`config.mk`:
```
export PLATFORM = sky130hd
export DESIGN_NAME = evcal_bucket_drain
export DESIGN_NICKNAME = d
export VERILOG_FILES = /design/src/rtl/evcal_pkg.sv /design/src/rtl/evcal_bkt_ram.sv /design/src/rtl/evcal_stale_filt.sv /design/src/rtl/evcal_sort_buf.sv /design/src/rtl/evcal_bucket_drain.sv
export SDC_FILE = /design/constraint.sdc
export NUM_CORES = 2
export LEC_CHECK = 0
export BUFFER_PORTS_ARGS = -buffer_cell sky130_fd_sc_hd__buf_2
export CORE_MARGIN = 10
export CORE_UTILIZATION = 40
export CTS_CLUSTER_DIAMETER = 50
export DETAILED_ROUTE_END_ITERATION = 6
export MAX_ROUTING_LAYER = met4
export SLEW_MARGIN = 20
export SYNTH_ARGS = -nofsm -noshare
export SYNTH_HDL_FRONTEND = slang
export SYNTH_HIERARCHICAL = 1
export SYNTH_SLANG_ARGS = --single-unit
```
`constraint.sdc`:
```
create_clock -name clk -period 13.88 [get_ports clk]
set_input_delay 1.388 -clock clk [delete_from_list [all_inputs] [get_ports clk]]
set_output_delay 1.388 -clock clk [all_outputs]
set_load 0.05 [all_outputs]
```
`src/rtl/evcal_pkg.sv`:
```
package evcal_pkg;
  typedef enum logic [1:0] {
    ST_IDLE  = 2'd0,
    ST_FETCH = 2'd1,
    ST_EMIT  = 2'd2
  } drain_state_t;
endpackage

```
`src/rtl/evcal_bkt_ram.sv`:
```
// Simple dual-port storage for all buckets: one write port, one registered read port.
module evcal_bkt_ram #(
  parameter int AW = 5,
  parameter int DW = 40
) (
  input  logic          clk,
  input  logic          we,
  input  logic [AW-1:0] waddr,
  input  logic [DW-1:0] wdata,
  input  logic          re,
  input  logic [AW-1:0] raddr,
  output logic [DW-1:0] rdata
);
  localparam int WORDS = 1 << AW;

  logic [DW-1:0] mem [WORDS];

  always_ff @(posedge clk) begin
    if (we) mem[waddr] <= wdata;
  end

  always_ff @(posedge clk) begin
    if (re) rdata <= mem[raddr];
  end
endmodule

```
`src/rtl/evcal_stale_filt.sv`:
```
// Per-particle last-invalidation table and the keep/drop decision for a streamed event.
module evcal_stale_filt #(
  parameter int TIME_W = 16,
  parameter int PART_W = 4
) (
  input  logic              clk,
  input  logic              rst,
  input  logic              inv_valid,
  input  logic [PART_W-1:0] inv_part,
  input  logic [TIME_W-1:0] inv_time,
  input  logic [PART_W-1:0] ev_pa,
  input  logic [PART_W-1:0] ev_pb,
  input  logic [TIME_W-1:0] ev_stamp,
  output logic              keep
);
  localparam int NUM_PART = 1 << PART_W;

  logic [TIME_W-1:0] inv_tab [NUM_PART];

  always_ff @(posedge clk) begin
    if (rst) begin
      for (int i = 0; i < NUM_PART; i++) inv_tab[i] <= '0;
    end else if (inv_valid) begin
      inv_tab[inv_part] <= inv_time;
    end
  end

  always_comb begin
    keep = !((ev_stamp < inv_tab[ev_pa]) || (ev_stamp < inv_tab[ev_pb]));
  end
endmodule

```
`src/rtl/evcal_sort_buf.sv`:
```
// Insertion-sort buffer: one insert or one pop per cycle, stable for equal keys.
module evcal_sort_buf #(
  parameter int EV_W  = 40,
  parameter int KEY_W = 16,
  parameter int DEPTH = 8
) (
  input  logic            clk,
  input  logic            rst,
  input  logic            clr,
  input  logic            ins_en,
  input  logic [EV_W-1:0] ins_data,
  input  logic            pop,
  output logic [EV_W-1:0] head_data,
  output logic [$clog2(DEPTH+1)-1:0] count
);
  localparam int CNT_W = $clog2(DEPTH + 1);

  logic [EV_W-1:0]  ent [DEPTH];
  logic [CNT_W-1:0] pos;
  logic [KEY_W-1:0] ins_key;

  assign ins_key   = ins_data[EV_W-1 -: KEY_W];
  assign head_data = ent[0];

  // Slot for the new entry: after every held entry whose key is not larger.
  always_comb begin
    pos = '0;
    for (int i = 0; i < DEPTH; i++) begin
      if ((CNT_W'(i) < count) && (ent[i][EV_W-1 -: KEY_W] <= ins_key))
        pos = pos + 1'b1;
    end
  end

  for (genvar gi = 0; gi < DEPTH; gi++) begin : g_slot
    always_ff @(posedge clk) begin
      if (ins_en) begin
        if (CNT_W'(gi) == pos) begin
          ent[gi] <= ins_data;
        end else if (CNT_W'(gi) > pos) begin
          if (gi > 0) ent[gi] <= ent[(gi > 0) ? gi - 1 : 0];
        end
      end else if (pop) begin
        if (gi < DEPTH - 1) ent[gi] <= ent[(gi < DEPTH - 1) ? gi + 1 : gi];
      end
    end
  end

  always_ff @(posedge clk) begin
    if (rst || clr) begin
      count <= '0;
    end else if (ins_en) begin
      count <= count + 1'b1;
    end else if (pop && (count != '0)) begin
      count <= count - 1'b1;
    end
  end
endmodule

```
`src/rtl/evcal_bucket_drain.sv`:
```
module evcal_bucket_drain #(
  parameter int TIME_W    = 16,
  parameter int PART_W    = 4,
  parameter int NUM_BKT   = 4,
  parameter int BKT_DEPTH = 8,
  parameter int SHIFT     = 4
) (
  input  logic              clk,
  input  logic              rst,
  input  logic              app_valid,
  input  logic [TIME_W-1:0] app_time,
  input  logic [PART_W-1:0] app_pa,
  input  logic [PART_W-1:0] app_pb,
  input  logic [TIME_W-1:0] app_stamp,
  output logic              app_err,
  input  logic              inv_valid,
  input  logic [PART_W-1:0] inv_part,
  input  logic [TIME_W-1:0] inv_time,
  input  logic              drain_req,
  output logic              busy,
  output logic              out_valid,
  output logic [TIME_W-1:0] out_time,
  output logic [PART_W-1:0] out_pa,
  output logic [PART_W-1:0] out_pb,
  output logic [TIME_W-1:0] out_stamp,
  output logic              out_last,
  output logic              drain_done
);
  import evcal_pkg::*;

  localparam int BKT_W  = $clog2(NUM_BKT);
  localparam int SLOT_W = $clog2(BKT_DEPTH);
  localparam int CNT_W  = SLOT_W + 1;
  localparam int ADDR_W = BKT_W + SLOT_W;
  localparam int EV_W   = 2 * TIME_W + 2 * PART_W;
  localparam int SB_W   = $clog2(BKT_DEPTH + 1);

  drain_state_t      state;
  logic [BKT_W-1:0]  head;
  logic [CNT_W-1:0]  bkt_cnt [NUM_BKT];
  logic [CNT_W-1:0]  snap_cnt;
  logic [CNT_W-1:0]  rd_idx;
  logic              rd_vld;

  // Append path
  logic [BKT_W-1:0]  app_bkt;
  logic              drain_start;
  logic              app_full;
  logic              app_block;
  logic              app_ok;
  logic [ADDR_W-1:0] wr_addr;
  logic [EV_W-1:0]   wr_data;

  assign app_bkt     = app_time[SHIFT +: BKT_W];
  assign drain_start = (state == ST_IDLE) && drain_req;
  assign app_full    = (bkt_cnt[app_bkt] == CNT_W'(BKT_DEPTH));
  assign app_block   = ((state != ST_IDLE) || drain_start) && (app_bkt == head);
  assign app_ok      = app_valid && !app_full && !app_block;
  assign wr_addr     = {app_bkt, bkt_cnt[app_bkt][SLOT_W-1:0]};
  assign wr_data     = {app_time, app_pa, app_pb, app_stamp};

  for (genvar gb = 0; gb < NUM_BKT; gb++) begin : g_cnt
    always_ff @(posedge clk) begin
      if (rst) begin
        bkt_cnt[gb] <= '0;
      end else if (drain_start && (head == BKT_W'(gb))) begin
        bkt_cnt[gb] <= '0;
      end else if (app_ok && (app_bkt == BKT_W'(gb))) begin
        bkt_cnt[gb] <= bkt_cnt[gb] + 1'b1;
      end
    end
  end

  // Stream path
  logic              rd_en;
  logic [ADDR_W-1:0] rd_addr;
  logic [EV_W-1:0]   rd_q;

  assign rd_en   = (state == ST_FETCH) && (rd_idx < snap_cnt);
  assign rd_addr = {head, rd_idx[SLOT_W-1:0]};

  evcal_bkt_ram #(.AW(ADDR_W), .DW(EV_W)) u_ram (
    .clk   (clk),
    .we    (app_ok),
    .waddr (wr_addr),
    .wdata (wr_data),
    .re    (rd_en),
    .raddr (rd_addr),
    .rdata (rd_q)
  );

  logic [PART_W-1:0] rd_pa, rd_pb;
  logic [TIME_W-1:0] rd_stamp;
  logic              keep;

  assign rd_pa    = rd_q[TIME_W + 2*PART_W - 1 -: PART_W];
  assign rd_pb    = rd_q[TIME_W + PART_W - 1 -: PART_W];
  assign rd_stamp = rd_q[TIME_W-1:0];

  evcal_stale_filt #(.TIME_W(TIME_W), .PART_W(PART_W)) u_filt (
    .clk       (clk),
    .rst       (rst),
    .inv_valid (inv_valid),
    .inv_part  (inv_part),
    .inv_time  (inv_time),
    .ev_pa     (rd_pa),
    .ev_pb     (rd_pb),
    .ev_stamp  (rd_stamp),
    .keep      (keep)
  );

  logic            sb_pop;
  logic [EV_W-1:0] sb_head;
  logic [SB_W-1:0] sb_cnt;

  assign sb_pop = (state == ST_EMIT) && (sb_cnt != '0);

  evcal_sort_buf #(.EV_W(EV_W), .KEY_W(TIME_W), .DEPTH(BKT_DEPTH)) u_sort (
    .clk       (clk),
    .rst       (rst),
    .clr       (drain_start),
    .ins_en    (rd_vld && keep),
    .ins_data  (rd_q),
    .pop       (sb_pop),
    .head_data (sb_head),
    .count     (sb_cnt)
  );

  assign busy = (state != ST_IDLE);

  always_ff @(posedge clk) begin
    if (rst) begin
      state      <= ST_IDLE;
      head       <= '0;
      snap_cnt   <= '0;
      rd_idx     <= '0;
      rd_vld     <= 1'b0;
      app_err    <= 1'b0;
      out_valid  <= 1'b0;
      out_last   <= 1'b0;
      out_time   <= '0;
      out_pa     <= '0;
      out_pb     <= '0;
      out_stamp  <= '0;
      drain_done <= 1'b0;
    end else begin
      app_err    <= app_valid && !app_ok;
      out_valid  <= 1'b0;
      out_last   <= 1'b0;
      drain_done <= 1'b0;
      case (state)
        ST_IDLE: begin
          if (drain_req) begin
            snap_cnt <= bkt_cnt[head];
            rd_idx   <= '0;
            state    <= ST_FETCH;
          end
        end
        ST_FETCH: begin
          rd_vld <= (rd_idx < snap_cnt);
          if (rd_idx < snap_cnt) rd_idx <= rd_idx + 1'b1;
          else state <= ST_EMIT;
        end
        ST_EMIT: begin
          if (sb_cnt != '0) begin
            out_valid <= 1'b1;
            out_last  <= (sb_cnt == SB_W'(1));
            out_time  <= sb_head[EV_W-1 -: TIME_W];
            out_pa    <= sb_head[TIME_W + 2*PART_W - 1 -: PART_W];
            out_pb    <= sb_head[TIME_W + PART_W - 1 -: PART_W];
            out_stamp <= sb_head[TIME_W-1:0];
          end else begin
            drain_done <= 1'b1;
            head       <= (head == BKT_W'(NUM_BKT - 1)) ? '0 : head + 1'b1;
            state      <= ST_IDLE;
          end
        end
        default: state <= ST_IDLE;
      endcase
    end
  end
endmodule

```
Word level (Yosys, flattened, before mapping):

Memories as Yosys holds them, arrays and structs flattened. A register that Yosys moved wholly into a read port is not among the register bits.
Index checks and enable logic that the tools add are counted.

* flip-flop bits (word level): 57
* RAM bits: 1872
* bits of input ports: 65
* output and inout port bits: 45
* word-level logic and storage cells: 287
* memories kept: 4

Memory list
* u_ram.mem: depth 32, width 40, read ports 1, clocked after Yosys merged registers in 1, wr ports 1, RTL line evcal_bkt_ram.sv:16 `logic [DW-1:0] mem [WORDS];`
* u_sort.ent: depth 8, width 40, read ports 8, clocked after Yosys merged registers in 0, wr ports 8, RTL line evcal_sort_buf.sv:18 `logic [EV_W-1:0] ent [DEPTH];`
* u_filt.inv_tab: depth 16, width 16, read ports 2, clocked after Yosys merged registers in 0, wr ports 16, RTL line evcal_stale_filt.sv:18 `logic [TIME_W-1:0] inv_tab [NUM_PART];`
* bkt_cnt: depth 4, width 4, read ports 6, clocked after Yosys merged registers in 1, wr ports 4, RTL line evcal_bucket_drain.sv:40 `logic [CNT_W-1:0] bkt_cnt [NUM_BKT];`

* add/sub/neg operators: 15
* magnitude comparators: 26
* eq/ne operators: 22
* multiplexer cells: 135
* bitwise operators: 24
* reductions and logical operators: 48

Operators with widths (count)
* 2-to-1 mux 40 bit: 14
* less-or-equal comparator 16 bit: 8
* 2-to-1 mux 1 bit: 94
* 2-to-1 mux 4 bit: 20
* adder 4 x 1 -> 4 bit, second input constant: 12
* < comparator 16 bit: 2
* logical AND 1 bit: 25
* bitwise OR 1 bit: 22
* equality test 3 x 4 -> 1 bit, first input constant: 4
* greater-than comparator 3 x 4 -> 1 bit, first input constant: 4
* < comparator 3 x 4 -> 1 bit, first input constant: 4
* 2-to-1 mux 16 bit: 1
* OR reduction 16 bit: 1
* equality test 2 bit, second input constant: 5
* equality test 2 x 4 -> 1 bit, first input constant: 2
* greater-than comparator 2 x 4 -> 1 bit, first input constant: 2
* < comparator 1 x 4 -> 1 bit, first input constant: 2
* < comparator 2 x 4 -> 1 bit, first input constant: 2
* 2-to-1 mux 2 bit: 4
* case mux 4 bit (2 select lines): 1
* equality test 2 x 1 -> 1 bit, second input constant: 3
* logical NOT 2 bit: 3
* inequality test 2 bit, second input constant: 3
* case mux 2 bit (3 select lines): 1
* 20 further kinds: 31

Depth between registers and ports, before layout:

An unclocked memory read counts as a cell.

* word-level depth: 25
* gate-level depth with buffers: 38
* mapped depth without buffers: 36

Hierarchy:

Netlist, hierarchy kept.

By module, submodules not included
* evcal_bkt_ram: times used 1, cells an instance 2813, area each 50965.1 sq um, sequential area each 39638.0 sq um
* evcal_sort_buf: times used 1, cells an instance 1778, area each 19603.8 sq um, sequential area each 9689.3 sq um
* evcal_stale_filt: times used 1, cells an instance 891, area each 14164.8 sq um, sequential area each 7687.4 sq um
* evcal_bucket_drain: times used 1, cells an instance 348, area each 3241.9 sq um, sequential area each 1621.6 sq um

Worst setup path before layout:

Ideal clock, no wire load.

* path kind: register to register
* start: register u_ram.rdata[25], read port of u_ram.mem
* end: memory u_sort.ent[2][20] (netlist: u_sort/ent[0][100]), enable pin
* setup time: 493 ps
* arrival time: 9148 ps
* required time: 13387 ps
* path slack: 4239 ps
* cell stages (with the launch flop): 34
* buffers on the path: 2
* clock period less this slack: 9641 ps
* cells stage by stage: edfxtp_1 > inv_1 > ha_1 > nor2b_1 > o21a_1 > o21a_1 > o21a_1 > o21a_1 > o21ai_0 > nand2b_1 > a21oi_1 > o31ai_1 > a21o_1 > a21o_1 > a22o_1 > ha_1 > nand2b_1 > nor4_1 > and3_1 > a311oi_2 > inv_1 > ha_1 > mux2_2 > ha_1 > mux2_2 > ha_1 > and2_1 > nor2b_1 > o311ai_1 > a21oi_2 > or2_1 > buf_2 > buf_2 > o21ai_0

RTL lines
* from (decl): RTL line evcal_bkt_ram.sv:12 `output logic [DW-1:0] rdata`
* to (decl): RTL line evcal_sort_buf.sv:18

==> out/metrics.cfg <==
[timing]
hold_slack_ps=452
slew-limit-headroom=0.261
finalSetupTns_ps=0
worstMarginPinSlew_ps=1110
slew_viol_final=0
final-hold-violation-count=0
clock.fmax_mhz=102
final.min_clock_period_ps=9830
post-route-period-util=0.708
worst_clock_skew_ps=47.7
grt_setup_unrepaired=false
setup_viol=0
setup_slack_ps=4050

[routing]
dr.pass1.iters=5
avgRoutedWirePerCell_um=27.6
drt_wl_total_um=247000
drc=0
vias=52158
ant_nets=0
drtIter0Drc=5121
vias_per_cell=5.83

[clocking]
holdBufCountCts=0
cts_buffer_depth=3
clock_sinks=1973
insertion_delay_ps=870
cts-root-buf=clkbuf_16
cts_made_buffers=216
htree_levels=4
clk_pin_slew_ps=60
cts_tree=built
post-cts-setup-buffer-count=0
ctsResizeCount=0

[critical_path]
critPathLaunch=u_ram/rdata[25]
endpoint_kind=flip-flop
r2r-start=u_ram/rdata[25]
critPathKind=reg -> reg
worst_setup_path_start_kind=flip-flop
cp_common_cell=ha_1
crit_required_ps=14350
crit_fanout=41
crit_arrival_ps=10300
cpPeakStageDelay_ps=750
slowest_stage=and3_4

[yosys]
synth_fp_nets=6075
syn_inst=5830
netlist-cell-type-count=89
synth_flop_cell=edfxtp_1
async_flop_share=0
synth_edf_count=1912
yosysSeqAreaShare=0.667
synth_warnings=6
netlist_area_um2=88000
avgSynthCellArea_um2=15.1
ys_ff_latch=1973

[floorplanning]
die-area_um2=239000
start_util=0.401
dieWidth_um=489
core_um2=219000
fp.dieH_um=489
pin_count=110
rows=172

[final_layout]
layout-drive-gt1-share=0.143
layout.nets=6118
fillers=19135
area_growth_pct=11.7
layoutNonFillerInstCount=8940

[global_route]
grt_overflow=0
grt_max_degree=122
antenna_found_initial=27
grt_pass1_vias=51603
grt_pass1_wl_um=359000
track_usage=0.207

[min_path]
min_from=out_stamp[1]
hp-class=reg -> reg

[place]
dp_hpwl_um=138000
dp.cells=8526
pre_cts_ws_ps=4270
gp_congestion=0.866
io_buffers=109

[outcome]
status=completed

[run]
drv_cap=0

[pwr]
powerDensity_nw_per_um2=132
power_mw=13.0
leakagePower_nw=31.6
max-vdd-ir-drop_mv=0.113

## synthesized netlist by cell type (44+ instances only)
master | number | area, um2
edfxtp_1 | 1912 | 57400
and2_1 | 271 | 1700
buf_2 | 80 | 400
nor2_1 | 163 | 612
a31oi_1 | 81 | 507
mux2i_1 | 723 | 7240
nor3_1 | 62 | 310
a221o_1 | 117 | 1170
inv_1 | 112 | 420
clkbuf_1 | 200 | 751
a22o_1 | 82 | 718
o211ai_1 | 44 | 330
a22oi_1 | 121 | 908
ha_1 | 180 | 2250
mux4_2 | 167 | 3760
a21oi_1 | 337 | 1690
dfxtp_1 | 61 | 1220
buf_4 | 63 | 473
nand2_1 | 457 | 1720
nand3_1 | 146 | 731
## power breakdown
part           switching (mW)  internal (mW)  leakage (nW)
clock                    2.43           3.19          3.38
sequential             0.0532           6.64          17.9
combinational           0.418          0.239          10.4
## routing by layer
metal / share of wire / track usage
met3: 0.068 / 0.0334
met2: 0.48 / 0.332
met1: 0.42 / 0.273
met5: 0 / -
met4: 0.029 / 0.0593
## cell usage in the layout, fill, tap and decap left out, types with 34 or more instances in the layout
cell type | synthesis | routed
edfxtp_1 | 1912 | 1912
mux2i_1 | 723 | 723
nand2_1 | 457 | 454
a21oi_1 | 337 | 337
and2_1 | 271 | 267
clkbuf_16 | 0 | 217
ha_1 | 180 | 180
mux4_2 | 167 | 167
nand3_1 | 146 | 145
nor2_1 | 163 | 127
a22oi_1 | 121 | 121
buf_4 | 63 | 119
a221o_1 | 117 | 117
inv_1 | 112 | 111
buf_2 | 80 | 108
a22o_1 | 82 | 82
a31oi_1 | 81 | 81
dfxtp_1 | 61 | 60
nor3_1 | 62 | 58
clkinv_1 | 1 | 50
o211ai_1 | 44 | 44
nor3b_1 | 42 | 42
mux2_2 | 42 | 42
clkinv_2 | 0 | 37
clkbuf_1 | 200 | 36
nor2_4 | 0 | 35
o21ai_0 | 37 | 34
## logic make-up (layout without fill, tap and decap cells)
kind of cell             count (synthesis)  in the layout  synth area share
flip-flops                            1973           1973             0.667
AND/OR/NAND/NOR                       1282           1282            0.0726
multiplexers                           932            932             0.130
AO/OA/AOI/OAI                          915            915            0.0717
buffers and inverters                  521            745            0.0298
adder cells (fa/ha/maj)                180            180            0.0256
XOR/XNOR                                27             27           0.00340
other                                    0             15                 0
## final cells by class
cell class	instances	area, um2	share of cell area
inverters	114	428	0.00435
multi-input cells	3336	27100	0.276
repair buffers	232	1530	0.0156
diodes	15	37.5	0.000382
clock buffers	253	5570	0.0566
flip-flops and latches	1973	58600	0.597
well taps	2871	3590	0.0365
clock inverters	146	1400	0.0142
## worst max-delay path, delay by kind of cell, from the launching register on
| family | cells | cell delay [ps] |
|---|---|---|
| and+or+nand+nor | 11 | 2260 |
| muxes | 2 | 630 |
| AOI/OAI and AO/OA | 12 | 2240 |
| xor gates and xnor gates | 2 | 450 |
| adders and majority gates | 6 | 1770 |
| buffers and inverters | 4 | 1550 |
| DFF | 1 | 480 |
## stage by stage
| stage | cell area (um2) | utilization |
|---|---|---|
| 4_1_cts | 98300 | 0.448 |
| 3_5_place_dp | 91300 | 0.416 |
| 6_report | 98300 | 0.448 |
| 3_3_place_gp | 91300 | 0.416 |
| 5_1_grt | 98300 | 0.448 |
| 2_1_floorplan | 88000 | - |
## worst paths after layout
check	cells past startpoint	endpoint	slack [ps]
max reg2reg	37	u_sort/ent[1][30]	4050
min	2	out_stamp[1]	450
max	37	u_sort/ent[1][30]	4050
min reg2reg	2	out_stamp[1]	450
## flip-flops by register name, indices dropped and copies added (netlist names), 4 cells and up
signal / count
bkt_cnt: 16
out_pa: 4
out_pb: 4
out_stamp: 16
out_time: 16
rd_idx: 4
snap_cnt: 4
u_filt/inv_tab: 256
u_ram/mem: 1280
u_ram/rdata: 40
u_sort/count: 4
u_sort/ent: 320
Power figures use the tool's default switching activity.
